--- src/rtl/prt_pkg.sv ---
package prt_pkg;
  // per-instance strobes from the event control to the status datapath
  typedef struct packed {
    logic clearEv;  // a readiness-invalidating change was seen this cycle
    logic setOk;    // every readiness condition holds this cycle
  } instStrobe_t;
endpackage

--- src/rtl/prt_event_ctrl.sv ---
module prt_event_ctrl
  import prt_pkg::*;
#(
  parameter int unsigned NUM_INST = 8
) (
  input  logic                          clk,
  input  logic                          rstN,
  input  logic [NUM_INST-1:0]           pwrEn,
  input  logic [NUM_INST-1:0]           clkEn,
  input  logic [NUM_INST-1:0]           swRst,
  input  logic [NUM_INST-1:0]           pwrDone,
  input  logic [NUM_INST-1:0]           rstDone,
  output instStrobe_t [NUM_INST-1:0]    strobes
);

  for (genvar gi = 0; gi < NUM_INST; gi++) begin : g_inst
    logic pwrPrev, clkPrev, rstPrev;
    logic pwrRise, clkFlip, rstRise;

    always_ff @(posedge clk) begin
      if (!rstN) begin
        pwrPrev <= 1'b0;
        clkPrev <= 1'b0;
        rstPrev <= 1'b0;
      end else begin
        pwrPrev <= pwrEn[gi];
        clkPrev <= clkEn[gi];
        rstPrev <= swRst[gi];
      end
    end

    always_comb begin
      pwrRise = pwrEn[gi] & ~pwrPrev;
      clkFlip = clkEn[gi] ^ clkPrev;
      rstRise = swRst[gi] & ~rstPrev;
      strobes[gi].clearEv = pwrRise | clkFlip | rstRise;
      strobes[gi].setOk   = pwrEn[gi] & clkEn[gi] & ~swRst[gi]
                          & pwrDone[gi] & rstDone[gi];
    end
  end

endmodule

--- src/rtl/prt_status_path.sv ---
module prt_status_path
  import prt_pkg::*;
#(
  parameter int unsigned NUM_INST    = 8,
  parameter int unsigned DATA_W      = 32,
  parameter int unsigned ADDR_W      = 4,
  parameter int unsigned STATUS_ADDR = 0
) (
  input  logic                       clk,
  input  logic                       rstN,
  input  instStrobe_t [NUM_INST-1:0] strobes,
  input  logic                       rdEn,
  input  logic [ADDR_W-1:0]          addr,
  output logic [NUM_INST-1:0]        readyVec,
  output logic [DATA_W-1:0]          rdData
);

  localparam logic [ADDR_W-1:0] STATUS_SEL = ADDR_W'(STATUS_ADDR);

  logic [DATA_W-1:0] statusWord;

  for (genvar gi = 0; gi < NUM_INST; gi++) begin : g_flag
    always_ff @(posedge clk) begin
      if (!rstN)                    readyVec[gi] <= 1'b0;
      else if (strobes[gi].clearEv) readyVec[gi] <= 1'b0;
      else if (strobes[gi].setOk)   readyVec[gi] <= 1'b1;
    end
  end

  // zero extension keeps reserved bits at 0
  assign statusWord = DATA_W'(readyVec);

  always_ff @(posedge clk) begin
    if (!rstN)                          rdData <= '0;
    else if (rdEn && addr == STATUS_SEL) rdData <= statusWord;
    else                                rdData <= '0;
  end

endmodule

--- src/rtl/periph_ready_tracker.sv ---
module periph_ready_tracker
  import prt_pkg::*;
#(
  parameter int unsigned NUM_INST    = 8,
  parameter int unsigned DATA_W      = 32,
  parameter int unsigned ADDR_W      = 4,
  parameter int unsigned STATUS_ADDR = 0
) (
  input  logic                clk,
  input  logic                rstN,
  input  logic [NUM_INST-1:0] pwrEn,
  input  logic [NUM_INST-1:0] clkEn,
  input  logic [NUM_INST-1:0] swRst,
  input  logic [NUM_INST-1:0] pwrDone,
  input  logic [NUM_INST-1:0] rstDone,
  input  logic                rdEn,
  input  logic [ADDR_W-1:0]   addr,
  output logic [DATA_W-1:0]   rdData
);

  instStrobe_t [NUM_INST-1:0] strobes;
  logic [NUM_INST-1:0]        readyVec;

  prt_event_ctrl #(.NUM_INST(NUM_INST)) u_ctrl (
    .clk     (clk),
    .rstN    (rstN),
    .pwrEn   (pwrEn),
    .clkEn   (clkEn),
    .swRst   (swRst),
    .pwrDone (pwrDone),
    .rstDone (rstDone),
    .strobes (strobes)
  );

  prt_status_path #(
    .NUM_INST    (NUM_INST),
    .DATA_W      (DATA_W),
    .ADDR_W      (ADDR_W),
    .STATUS_ADDR (STATUS_ADDR)
  ) u_path (
    .clk      (clk),
    .rstN     (rstN),
    .strobes  (strobes),
    .rdEn     (rdEn),
    .addr     (addr),
    .readyVec (readyVec),
    .rdData   (rdData)
  );

endmodule

--- config.mk ---
export PLATFORM = sky130hd
export DESIGN_NAME = periph_ready_tracker
export DESIGN_NICKNAME = d
export VERILOG_FILES = /design/src/rtl/prt_pkg.sv /design/src/rtl/prt_event_ctrl.sv /design/src/rtl/prt_status_path.sv /design/src/rtl/periph_ready_tracker.sv
export SDC_FILE = /design/constraint.sdc
export NUM_CORES = 1
export LEC_CHECK = 0
export ABC_AREA = 0
export BUFFER_PORTS_ARGS = -buffer_cell sky130_fd_sc_hd__buf_2
export CAP_MARGIN = 20
export CORE_MARGIN = 4
export CORE_UTILIZATION = 30
export CTS_BUF_LIST = sky130_fd_sc_hd__clkbuf_8
export DETAILED_ROUTE_END_ITERATION = 10
export GPL_TIMING_DRIVEN = 0
export PLACE_DENSITY = 0.56
export REMOVE_ABC_BUFFERS = 1
export SETUP_SLACK_MARGIN = 0.15
export SLEW_MARGIN = 20
export SYNTH_ARGS = -nofsm -noshare
export SYNTH_HDL_FRONTEND = slang
export SYNTH_SLANG_ARGS = --single-unit
export TNS_END_PERCENT = 100
--- constraint.sdc ---
create_clock -name clk -period 1.5 [get_ports clk]
set_clock_uncertainty 0.05 [all_clocks]
set_input_delay 0.3 -clock clk [delete_from_list [all_inputs] [get_ports clk]]
set_output_delay 0.3 -clock clk [all_outputs]
set_load 0.01 [all_outputs]
==> results.yml <==
clock_network:
  cts_hold_buffers: 0
  cts_buffers: 5
  cts_resized: 0
  cts_max_level: 2
  cts_sinks: 40
  root_buffer: "clkbuf_8"
  post_cts.repair.setup_buffers: 0
  clkTransAtPathRegs_ps: 80
  clockBufferDepth: 2
  cts_tree: "done"
  clock_latency_ps: 280
setup_path:
  critPathKind: "reg -> out"
  crit_fanout: 1
  cp_cell_sequence: "buf_2"
  cp.required_ps: 1150
  crit_slowest_cell: "dfxtp_1"
  critPathLaunchType: "flip-flop"
  critPathTopFamily: "flip-flops"
  cp-end-kind: "primary output"
  critPathBufInv: 1
  cpPeakStageDelay_ps: 310
  arrival_ps: 710
layout:
  fin_nets: 269
  final_layout_size_suffix_gt1_frac: 0.287
  utilization: 0.384
  antenna_cells: 0
  area_growth_pct: 23.4
  final_cells: 293
die:
  row_count: 26
  start_util: 0.311
  ios: 79
  core_area_um2: 5110
  die_w_um: 80.8
  dieArea_um2: 6530
  die_y_um: 80.8
synthesis:
  syn_avg_cell_area_um2: 9.64
  synth_area_leader_cell: "dfxtp_1"
  synth_top_area_share: 0.504
  ys_seq_area_frac: 0.504
  netlist_instances: 165
  synth_warnings: 0
  ys_ff_latch: 40
  syn_area_um2: 1590
  synth.area.top_cells: "dfxtp_1 (50%), and2_1 (13%), buf_4 (11%), and4b_1 (5.0%), xnor2_1 (3.9%)"
  synth_cell_types: 17
drt:
  wl_um: 2810
  routed_via_density: 3.86
  met1_length_um: 1220
  drc: 0
  wl_per_cell_um: 9.60
  wl_met2_um: 1300
  top_layer: "met4"
  drt-pass1-iter-count: 3
  drt_iter0_markers: 45
  met3_length_um: 286
  via_count: 1132
  ant_nets: 0
sta:
  rsz0062_at_grt: "false"
  setup_viol_count_final: 0
  max_freq_mhz: 939
  min_period_ps: 1060
  finalSetupTns_ps: 0
  timing.final.crit_share: 0.710
  hold_violations: 0
  postLayoutSetupSlackWorst_ps: 435
  maxSlewViolCount: 0
  slew_headroom: 0.666
  worst_pin_slew_ps: 500
placement:
  dpl_worst_slack_ps: 158
  dp_cells: 285
  dp_hpwl_um: 2130
  place.gp.congestion: 0.675
  port_buffers: 54
global_route:
  grt_pass1_vias: 1033
  antenna_found_initial: 0
  grt_max_degree: 34
  grt_use_total: 0.0902
  overflow: 0
  grt_pass1_wl_um: 4450
power_and_ir_drop:
  vdd_ir_drop_max_v: 0.000815
  comb_power_share: 0.086
  cellPowerDensity_nw_per_um2: 1120
  power_switching_uw: 473
  clockPowerShare: 0.412
  p_leak_uw: 0.000968
  p_int_uw: 1730
  power_frac_seq: 0.502
  swShare: 0.214
  power_uw: 2210
run_status:
  status: "completed"
min_path:
  hp-class: "in -> reg"
flow_run:
  maxCapViolations: 0
[area by class of cell]
class                      count  area, µm²
inverter                      16       60.1
fill                         537       3140
timing repair buffer          54        270
sequential                    40        801
clock buffer                   6       82.6
tap                           70       87.6
clock inverter                 2       38.8
multi-input combinational    105        623
[path summary, 6_finish.rpt]
check | start | end | slack [ps] | cells past startpoint
setup / recovery | u_path.rdData[1] | rdData[1] | 440 | 1
hold / removal | swRst[1] | u_ctrl.g_inst[1].rstPrev | 190 | 2
hold reg to reg | u_path.readyVec[4] | u_path.rdData[4] | 410 | 1
setup reg to reg | u_ctrl.g_inst[1].clkPrev | u_path.readyVec[1] | 730 | 3
[power groups by stage]
| stage | sequential [µW] | clock (µW) | combinational (µW) |
|---|---|---|---|
| finish | 1110 | 910 | 190 |
| global route | 1110 | 1000 | 220 |
| CTS | 1110 | 958 | 191 |
| detailed placement | 1130 | 0 | 190 |
| global placement | 1130 | 0 | 189 |
| floorplan | 1130 | 0 | 100 |
[sequential cells by signal, summed over array words and instances, names as in the netlist]
register	cells
u_ctrl.g_inst.clkPrev	8
u_ctrl.g_inst.rstPrev	8
u_path.rdData	8
u_ctrl.g_inst.pwrPrev	8
u_path.readyVec	8
[cell usage after synthesis (all sizes together)]
master	instances
dfxtp	40
and2	32
buf	25
inv	16
a21oi	8
and4b	8
nor3	8
nand2	7
o22ai	7
xnor2	7
clkbuf	2
and3	1
conb	1
nor4	1
o221ai	1
xor2	1
[per-layer routing]
metal | track usage | vias to the layer above
met5 | 0 | -
met4 | 0.0405 | 0
met3 | 0.0377 | 2
met2 | 0.144 | 42
met1 | 0.106 | 493
li1 | - | 595
[placed cells by master (no fill, tap or decap), drive strengths merged]
master / instances
xnor2: 7
nor3: 8
nand2: 7
buf: 54
clkbuf: 6
o22ai: 7
and2: 32
dfxtp: 40
nor4: 1
clkinv: 1
bufinv: 1
a21oi: 8
and3: 1
o221ai: 1
and4b: 8
conb: 24
xor2: 1
inv: 16
[cells by family (layout without fill, tap and decap cells)]
family / Yosys count / after routing / share of synthesized area
and+or+nand+nor: 57 / 57 / 0.233
buffers and inverters: 43 / 78 / 0.159
DFF: 40 / 40 / 0.504
other: 1 / 24 / 0.00236
AOI/OAI and AO/OA: 16 / 16 / 0.0582
xor gates and xnor gates: 8 / 8 / 0.0441
[per-stage QoR]
stage               area, µm²  hold slack, ps
floorplan                1480             368
global route             1960             186
global placement         1840             390
detailed placement       1840             389
finish                   1960             187
CTS                      1960             172
Power figures use the tool's default switching activity.
